<file path="src/rtl/dwg_pkg.sv">
package dwg_pkg;
  localparam int unsigned DWG_DEF_PHASES      = 8;
  localparam int unsigned DWG_DEF_SYNC_STAGES = 2;
endpackage

</file>
<file path="src/rtl/dwg_pulse_sync.sv">
module dwg_pulse_sync #(
  parameter int unsigned STAGES = dwg_pkg::DWG_DEF_SYNC_STAGES
) (
  input  logic clk,
  input  logic rst_n,
  input  logic raw_i,
  output logic evt_o
);
  localparam int unsigned TOP = STAGES - 1;

  logic [STAGES-1:0] chain_q;
  logic              last_q;

  always_ff @(posedge clk) begin
    if (!rst_n) begin
      chain_q <= '0;
      last_q  <= 1'b0;
    end else begin
      chain_q <= {chain_q[STAGES-2:0], raw_i};
      last_q  <= chain_q[TOP];
    end
  end

  // Rising edge of the synchronized level: exactly one cycle per transition
  assign evt_o = chain_q[TOP] & ~last_q;

  assert_single_event_R5: assert property (@(posedge clk) disable iff (!rst_n)
    evt_o |=> !evt_o);
endmodule

</file>
<file path="src/rtl/dwg_phase_ring.sv">
module dwg_phase_ring #(
  parameter int unsigned PHASES = dwg_pkg::DWG_DEF_PHASES
) (
  input  logic clk,
  input  logic rst_n,
  input  logic run_i,
  input  logic snap_i,
  output logic wrap_o
);
  localparam int unsigned SNAP = PHASES / 2;
  localparam int unsigned LAST = PHASES - 1;

  logic [PHASES-1:0] tok_q;
  logic [PHASES-1:0] tok_d;

  for (genvar g = 0; g < PHASES; g++) begin : g_cell
    localparam int unsigned PREV = (g + PHASES - 1) % PHASES;
    always_comb begin
      if (!run_i)      tok_d[g] = (g == 0);
      else if (snap_i) tok_d[g] = (g == SNAP);
      else             tok_d[g] = tok_q[PREV];
    end
  end

  always_ff @(posedge clk) begin
    if (!rst_n) tok_q <= PHASES'(1);
    else        tok_q <= tok_d;
  end

  // A wrap is due when the token leaves the last phase; a snap overrides it
  assign wrap_o = run_i & tok_q[LAST] & ~snap_i;

  assert_token_onehot_R4: assert property (@(posedge clk) disable iff (!rst_n)
    $countones(tok_q) == 1);
  assert_snap_centre_R6: assert property (@(posedge clk) disable iff (!rst_n)
    (run_i && snap_i) |=> tok_q[SNAP]);
  assert_idle_cleared_R2: assert property (@(posedge clk) disable iff (!rst_n)
    !run_i |=> tok_q[0]);
endmodule

</file>
<file path="src/rtl/dwg_window_tff.sv">
module dwg_window_tff (
  input  logic clk,
  input  logic rst_n,
  input  logic run_i,
  input  logic tgl_i,
  output logic win_o
);
  always_ff @(posedge clk) begin
    if (!rst_n || !run_i) win_o <= 1'b0;
    else if (tgl_i)       win_o <= ~win_o;
  end

  assert_idle_low_R2: assert property (@(posedge clk) disable iff (!rst_n)
    !run_i |=> !win_o);
endmodule

</file>
<file path="src/rtl/dwg_data_align.sv">
module dwg_data_align (
  input  logic clk,
  input  logic rst_n,
  input  logic run_i,
  input  logic evt_i,
  output logic data_o
);
  // One register: the pulse appears in the same cycle the ring sits at the snap phase
  always_ff @(posedge clk) begin
    if (!rst_n) data_o <= 1'b0;
    else        data_o <= evt_i & run_i;
  end

  assert_data_quiet_R2: assert property (@(posedge clk) disable iff (!rst_n)
    !run_i |=> !data_o);
endmodule

</file>
<file path="src/rtl/data_window_gen.sv">
module data_window_gen #(
  parameter int unsigned PHASES      = dwg_pkg::DWG_DEF_PHASES,
  parameter int unsigned SYNC_STAGES = dwg_pkg::DWG_DEF_SYNC_STAGES
) (
  input  logic clk,
  input  logic rst_n,
  input  logic rd_raw,
  input  logic sync_en,
  output logic rd_data,
  output logic rd_window
);
  logic evt;
  logic wrap;

  dwg_pulse_sync #(.STAGES(SYNC_STAGES)) u_sync (
    .clk(clk), .rst_n(rst_n), .raw_i(rd_raw), .evt_o(evt)
  );

  dwg_phase_ring #(.PHASES(PHASES)) u_ring (
    .clk(clk), .rst_n(rst_n), .run_i(sync_en), .snap_i(evt), .wrap_o(wrap)
  );

  dwg_window_tff u_tff (
    .clk(clk), .rst_n(rst_n), .run_i(sync_en), .tgl_i(wrap), .win_o(rd_window)
  );

  dwg_data_align u_align (
    .clk(clk), .rst_n(rst_n), .run_i(sync_en), .evt_i(evt), .data_o(rd_data)
  );

  assert_window_held_R7: assert property (@(posedge clk) disable iff (!rst_n)
    rd_data |-> $stable(rd_window));
  assert_window_after_R7: assert property (@(posedge clk) disable iff (!rst_n)
    rd_data |=> $stable(rd_window));
  assert_disabled_outputs_R2: assert property (@(posedge clk) disable iff (!rst_n)
    !sync_en |=> (!rd_window && !rd_data));
  assert_reset_outputs_R1: assert property (@(posedge clk)
    !rst_n |=> (!rd_window && !rd_data));
endmodule

</file>
<file path="config.mk">
export PLATFORM = sky130hd
export DESIGN_NAME = data_window_gen
export DESIGN_NICKNAME = d
export VERILOG_FILES = /design/src/rtl/dwg_pkg.sv /design/src/rtl/dwg_pulse_sync.sv /design/src/rtl/dwg_phase_ring.sv /design/src/rtl/dwg_window_tff.sv /design/src/rtl/dwg_data_align.sv /design/src/rtl/data_window_gen.sv
export SDC_FILE = /design/constraint.sdc
export NUM_CORES = 1
export LEC_CHECK = 0
export ABC_AREA = 1
export CAP_MARGIN = 20
export CORE_AREA = 5 5 42 44
export DETAILED_ROUTE_END_ITERATION = 8
export DIE_AREA = 0 0 47 49
export DONT_BUFFER_PORTS = 1
export GPL_TIMING_DRIVEN = 0
export PLACE_DENSITY = 0.51
export SETUP_SLACK_MARGIN = 0.1
export SLEW_MARGIN = 20
export SYNTH_ARGS = -nofsm -noshare
export SYNTH_HDL_FRONTEND = slang
export SYNTH_SLANG_ARGS = --single-unit
</file>
<file path="constraint.sdc">
create_clock -name clk -period 0.8 [get_ports clk]
set_clock_uncertainty 0.05 [all_clocks]
set_input_delay 0.08 -clock clk [delete_from_list [all_inputs] [get_ports clk]]
set_output_delay 0.08 -clock clk [all_outputs]
set_load 0.005 [all_outputs]
</file>
==> flow_metrics.py, run 1 <==
metrics = {
    "placed_design": {
        "dpl.cell_count": 63,
        "place.gp.congestion": 0.654,
        "port_buffers": 0,
        "dp_hpwl_um": 395,
        "dpl_worst_slack_ns": 0.0422,
    },
    "yosys": {
        "syn_nets": 51,
        "synth_area_per_cell_um2": 8.71,
        "ys_ff_latch": 13,
        "netlist.top_cell.by_area": "dfxtp_1",
        "seq_area_frac_synth": 0.636,
        "synth.distinct_cells": 9,
        "synthCells": 47,
        "synth_area_leaders": "dfxtp_1 (64%), inv_1 (11%), nor2_1 (7.3%)",
        "yosys_warnings": 0,
        "synthesis.area_um2": 409,
        "synth_top_area_share": 0.636,
    },
    "timing": {
        "setup_tns_ns": 0,
        "grt_setup_unrepaired": "yes",
        "fin_crit_ns": 0.767,
        "final.period_utilization": 0.959,
        "fmax_mhz": 1300,
        "max_slew.worst_pin.slew_ns": 0.112,
        "slew_violations": 0,
        "maxSlewHeadroom": 0.925,
        "timing.hold.ws_ns": -0.145,
        "hold_viol_final": 6,
        "fin_ws_ns": 0.0326,
        "setup_viol": 0,
    },
    "pwr": {
        "power_density_nw_per_um2": 2190,
        "seq_power_share": 0.605,
        "clockPowerShare": 0.355,
        "p_switching_uw": 229,
        "p_sw_frac": 0.209,
        "ir_worst_vdd_mv": 1.04,
        "p_leak_uw": 0.000212,
        "combPwrFrac": 0.039,
        "p_int_uw": 868,
    },
    "worst_setup_path": {
        "r2r_slack_ns": 0.04,
        "worstPathRequired_ns": 0.67,
        "worstSetupStartpoint": "u_tff.win_o",
        "endpoint_kind": "output port",
        "crit_fanout": 3,
        "worstSetupPathType": "reg -> out",
        "critPathArrivalTime_ns": 0.64,
        "rr_startpoint": "u_sync.last_q",
        "cp-start-kind": "flip-flop",
    },
    "clocking": {
        "clkTransAtPathRegs_ns": 0.07,
        "cts_hold_buffers": 1,
        "clk_latency_ns": 0.27,
        "cts_root_buf": "clkbuf_4",
        "h-tree-depth": 1,
        "cts-buffers-inserted": 3,
        "cts_tree": "yes",
        "clkSinkCount": 13,
        "cts_buffer_depth": 2,
    },
    "drt": {
        "num_vias": 259,
        "vias_per_cell": 3.81,
        "drt_iter0_drc": 2,
        "wl_per_cell_um": 7.99,
        "ant_nets": 0,
        "wl_um": 543,
        "dr.pass1.iters": 2,
        "drc": 0,
    },
    "die": {
        "start_util": 0.292,
        "coreArea_um2": 1400,
        "dieHeight_um": 49,
        "num_io_pins": 6,
        "row_count": 14,
        "die_w_um": 47,
        "die-area_um2": 2300,
    },
    "global_route": {
        "track_usage": 0.0644,
        "grt.overflow.total": 0,
        "grt_pass1_vias": 250,
        "grt_pass1_wl_mm": 1.01,
        "grt_max_degree": 8,
        "antenna_found_initial": 0,
    },
    "cells_and_area": {
        "final_nets": 57,
        "ff_latch_area_um2": 269,
        "final_cell_mix": "inv_1 (10), dfxtp_1 (8), nand2_1 (6), nor2_1 (5), dfxtp_2 (4)",
        "nFillCells": 154,
        "layout.cells.non_filler": 68,
        "final_common_cell": "inv_1",
        "syn2layout_area_growth_pct": 22.6,
        "drive_gt1_frac": 0.404,
        "multi_input_area_um2": 128,
        "post-route-util": 0.358,
        "antenna_cells": 0,
    },
    "flow_run": {
        "cap_violations": 0,
    },
    "status": {
        "violations": "negative hold slack",
        "outcome": "finished with violations",
    },
    "worst_hold_path": {
        "hp-start": "rst_n",
        "hold_class": "in -> reg",
    },
}
-- path summary, 6_finish.rpt --
kind	end	depth (start not counted)
max reg2reg	u_ring.tok_q[1]	4
min reg2reg	u_sync.chain_q[1]	2
min	u_sync.chain_q[1]	2
max	rd_window	0
-- per-layer routing --
metal  wire length, um  vias to the layer above  track usage
met5                 0                        -            0
met4                15                        0       0.0691
met3                27                        2       0.0332
met2               229                        5       0.0769
met1               269                      108       0.0737
li1                  -                      144            -
-- layout make-up --
| class | instances | area share |
|---|---|---|
| Tap cell | 16 | 0.0399 |
| Multi-Input combinational cell | 21 | 0.254 |
| Sequential cell | 13 | 0.536 |
| Timing Repair Buffer | 1 | 0.0200 |
| Inverter | 13 | 0.0973 |
| Clock buffer | 4 | 0.0524 |
-- cells in the mapped netlist, drive strengths merged --
master	count
inv	13
nor2	8
nand3	1
nand2	10
a21oi	2
dfxtp	13
-- stage by stage --
stage	hold WS [ns]	cell area, um2	total power (uW)
after floorplan	0.123	420	712
after global placement	0.125	440	717
after detailed placement	0.132	440	718
after CTS	-0.155	485	1120
after global routing	-0.153	502	1160
final	-0.145	502	1100
-- power by group through the flow --
stage          sequential (uW)  clock [uW]  combinational, uW
6_report                   664         390               43.1
5_1_grt                    666         448               49.1
4_1_cts                    664         416               39.6
3_5_place_dp               683           0               34.8
3_3_place_gp               683           0               34.4
2_1_floorplan              682           0               29.8
-- kinds of logic (layout without fill, tap and decap cells) --
logic type / count (synthesis) / after routing / share of synthesized area
simple gates: 19 / 19 / 0.220
flops: 13 / 13 / 0.636
buf+inv: 13 / 18 / 0.119
compound gates: 2 / 2 / 0.0245
-- repair_timing --
action	in CTS	in global routing
pin swaps	0	2
endpoints found under the setup margin	11	11
buffers inserted	0	0
gates resized for setup	4	6
hold endpoints to repair	6	5
-- sequential cells by signal (all words and copies together), names as in the netlist --
signal,flops
u_ring.tok_q,8
u_sync.chain_q,2
u_align.data_o,1
u_sync.last_q,1
u_tff.win_o,1
Note: power is estimated with default switching activity, not from simulation.
==> run 2, diff against run 1 <==
==> constraint.sdc (replaced) <==
create_clock -name clk -period 0.9 [get_ports clk]
set_clock_uncertainty 0.05 [all_clocks]
set_input_delay 0.09 -clock clk [delete_from_list [all_inputs] [get_ports clk]]
set_output_delay 0.09 -clock clk [all_outputs]
set_load 0.005 [all_outputs]
==> flow_metrics.py, run 2 (synthesis results as in run 1) <==
metrics = {
    "global_route": {
        "track_usage": 0.0736,
        "grt_pass1_wl_mm": 1.09,
        "grt.overflow.total": 0,
        "grt_max_degree": 8,
        "antenna_found_initial": 0,
        "grt_pass1_vias": 260,
    },
    "clocking": {
        "clkSinkCount": 13,
        "cts_hold_buffers": 2,
        "clkTransAtPathRegs_ns": 0.08,
        "clk_latency_ns": 0.28,
        "cts_buffer_depth": 2,
        "cts_root_buf": "clkbuf_4",
        "post_cts_buffers": 0,
        "cts_tree": "yes",
        "h-tree-depth": 1,
        "cts-buffers-inserted": 3,
    },
    "die": {
        "start_util": 0.292,
        "dieHeight_um": 49,
        "row_count": 14,
        "num_io_pins": 6,
        "die-area_um2": 2300,
        "die_w_um": 47,
        "coreArea_um2": 1400,
    },
    "worst_setup_path": {
        "r2r_cells": 4,
        "worstPathRequired_ns": 0.76,
        "crit_fanout": 3,
        "cp.depth": 0,
        "critPathArrivalTime_ns": 0.65,
        "worstSetupPathType": "reg -> out",
        "cp-start-kind": "flip-flop",
        "endpoint_kind": "output port",
    },
    "cells_and_area": {
        "final_common_cell": "inv_1",
        "largestRegisters": "u_ring.tok_q (8), u_sync.chain_q (2)",
        "largest_register": "u_ring.tok_q",
        "antenna_cells": 0,
        "final_cell_mix": "inv_1 (10), dfxtp_1 (9), nand2_1 (7), nor2_1 (4), nor2_2 (4)",
        "drive_gt1_frac": 0.358,
        "final_nets": 58,
        "largest_reg_flops": 8,
        "syn2layout_area_growth_pct": 23.2,
        "nFillCells": 153,
    },
    "timing": {
        "maxSlewHeadroom": 0.929,
        "slew_violations": 0,
        "final.period_utilization": 0.876,
        "fin_crit_ns": 0.789,
        "setup_tns_ns": 0,
        "max_slew.worst_pin.slew_ns": 0.107,
        "fmax_mhz": 1270,
        "grt_setup_unrepaired": "yes",
        "timing.hold.ws_ns": -0.146,
        "setup_viol": 0,
        "hold_viol_final": 5,
    },
    "drt": {
        "dr.pass1.iters": 2,
        "wl_um": 614,
        "drc": 0,
        "drt_iter0_drc": 2,
        "wl_per_cell_um": 8.90,
        "num_vias": 275,
        "vias_per_cell": 3.99,
        "ant_nets": 0,
    },
    "status": {
        "outcome": "finished with violations",
        "violations": "negative hold slack",
    },
    "flow_run": {
        "cap_violations": 0,
    },
    "pwr": {
        "p_leak_uw": 0.000224,
        "power_density_nw_per_um2": 1960,
        "ir_worst_vdd_mv": 0.949,
    },
    "placed_design": {
        "dp_hpwl_um": 381,
        "place.gp.congestion": 0.627,
        "port_buffers": 0,
    },
    "worst_hold_path": {
        "hold_class": "in -> reg",
        "hold_depth": 2,
    },
}
[run 2: cell count changes in the layout (fill, tap and decap cells not counted)]
cell / delta
dlymetal6s4s_1: +1
a21oi_2: -1
dfxtp_1: +1
nor2_2: +2
a21oi_1: +1
dfxtp_2: -1
nand2_1: +1
nor2_4: -1
nor2_1: -1
nand2_2: -1
[run 2: path summary, 6_finish.rpt]
check	end	start	slack, ns
hold / removal	u_sync.chain_q[1]	rst_n	-0.15
setup / recovery	rd_window	u_tff.win_o	0.11
setup reg to reg	u_tff.win_o	u_sync.last_q	0.11
hold reg to reg	u_sync.chain_q[1]	u_sync.chain_q[0]	0.36
[run 2: repair_timing]
item	CTS	global route
endpoints found under the setup margin	2	8
pin swaps	0	3
endpoints found under the hold margin	7	5
gates resized for setup	3	11
[run 2: layout make-up]
type,count,area [um2],share of cell area
flip-flops and latches,13,268,0.531
well taps,16,20.0,0.0397
inverters,13,48.8,0.0968
repair buffers,2,22.5,0.0447
multi-input cells,21,119,0.236
clock buffers,4,26.3,0.0521
[run 2: report_power, final]
group | total [uW] | internal (uW) | leakage (uW) | switching (uW)
registers | 590 | 586 | 0.000108 | 4.69
clock network | 357 | 172 | 0.0000150 | 185
logic | 41.1 | 16.7 | 0.000101 | 24.4
[run 2: stage by stage]
| stage | util | cell area, um2 | worst slack (ns) | total power (uW) | cells |
|---|---|---|---|---|---|
| after global placement | 0.306 | 429 | 0.100 | 636 | 63 |
| after global routing | 0.360 | 504 | 0.0612 | 1040 | 69 |
| after detailed placement | 0.306 | 429 | 0.0792 | 636 | 63 |
| after floorplan | - | 409 | 0.124 | 631 | 47 |
| after CTS | 0.344 | 482 | 0.0897 | 1010 | 69 |
| final | 0.360 | 504 | 0.111 | 988 | 69 |
[run 2: routing by layer]
metal | up-vias | global-route usage | wire (um)
met5 | - | 0 | 0
met1 | 122 | 0.0759 | 261
li1 | 142 | - | -
met4 | 0 | 0.0968 | 44
met2 | 6 | 0.0928 | 265
met3 | 5 | 0.0295 | 43
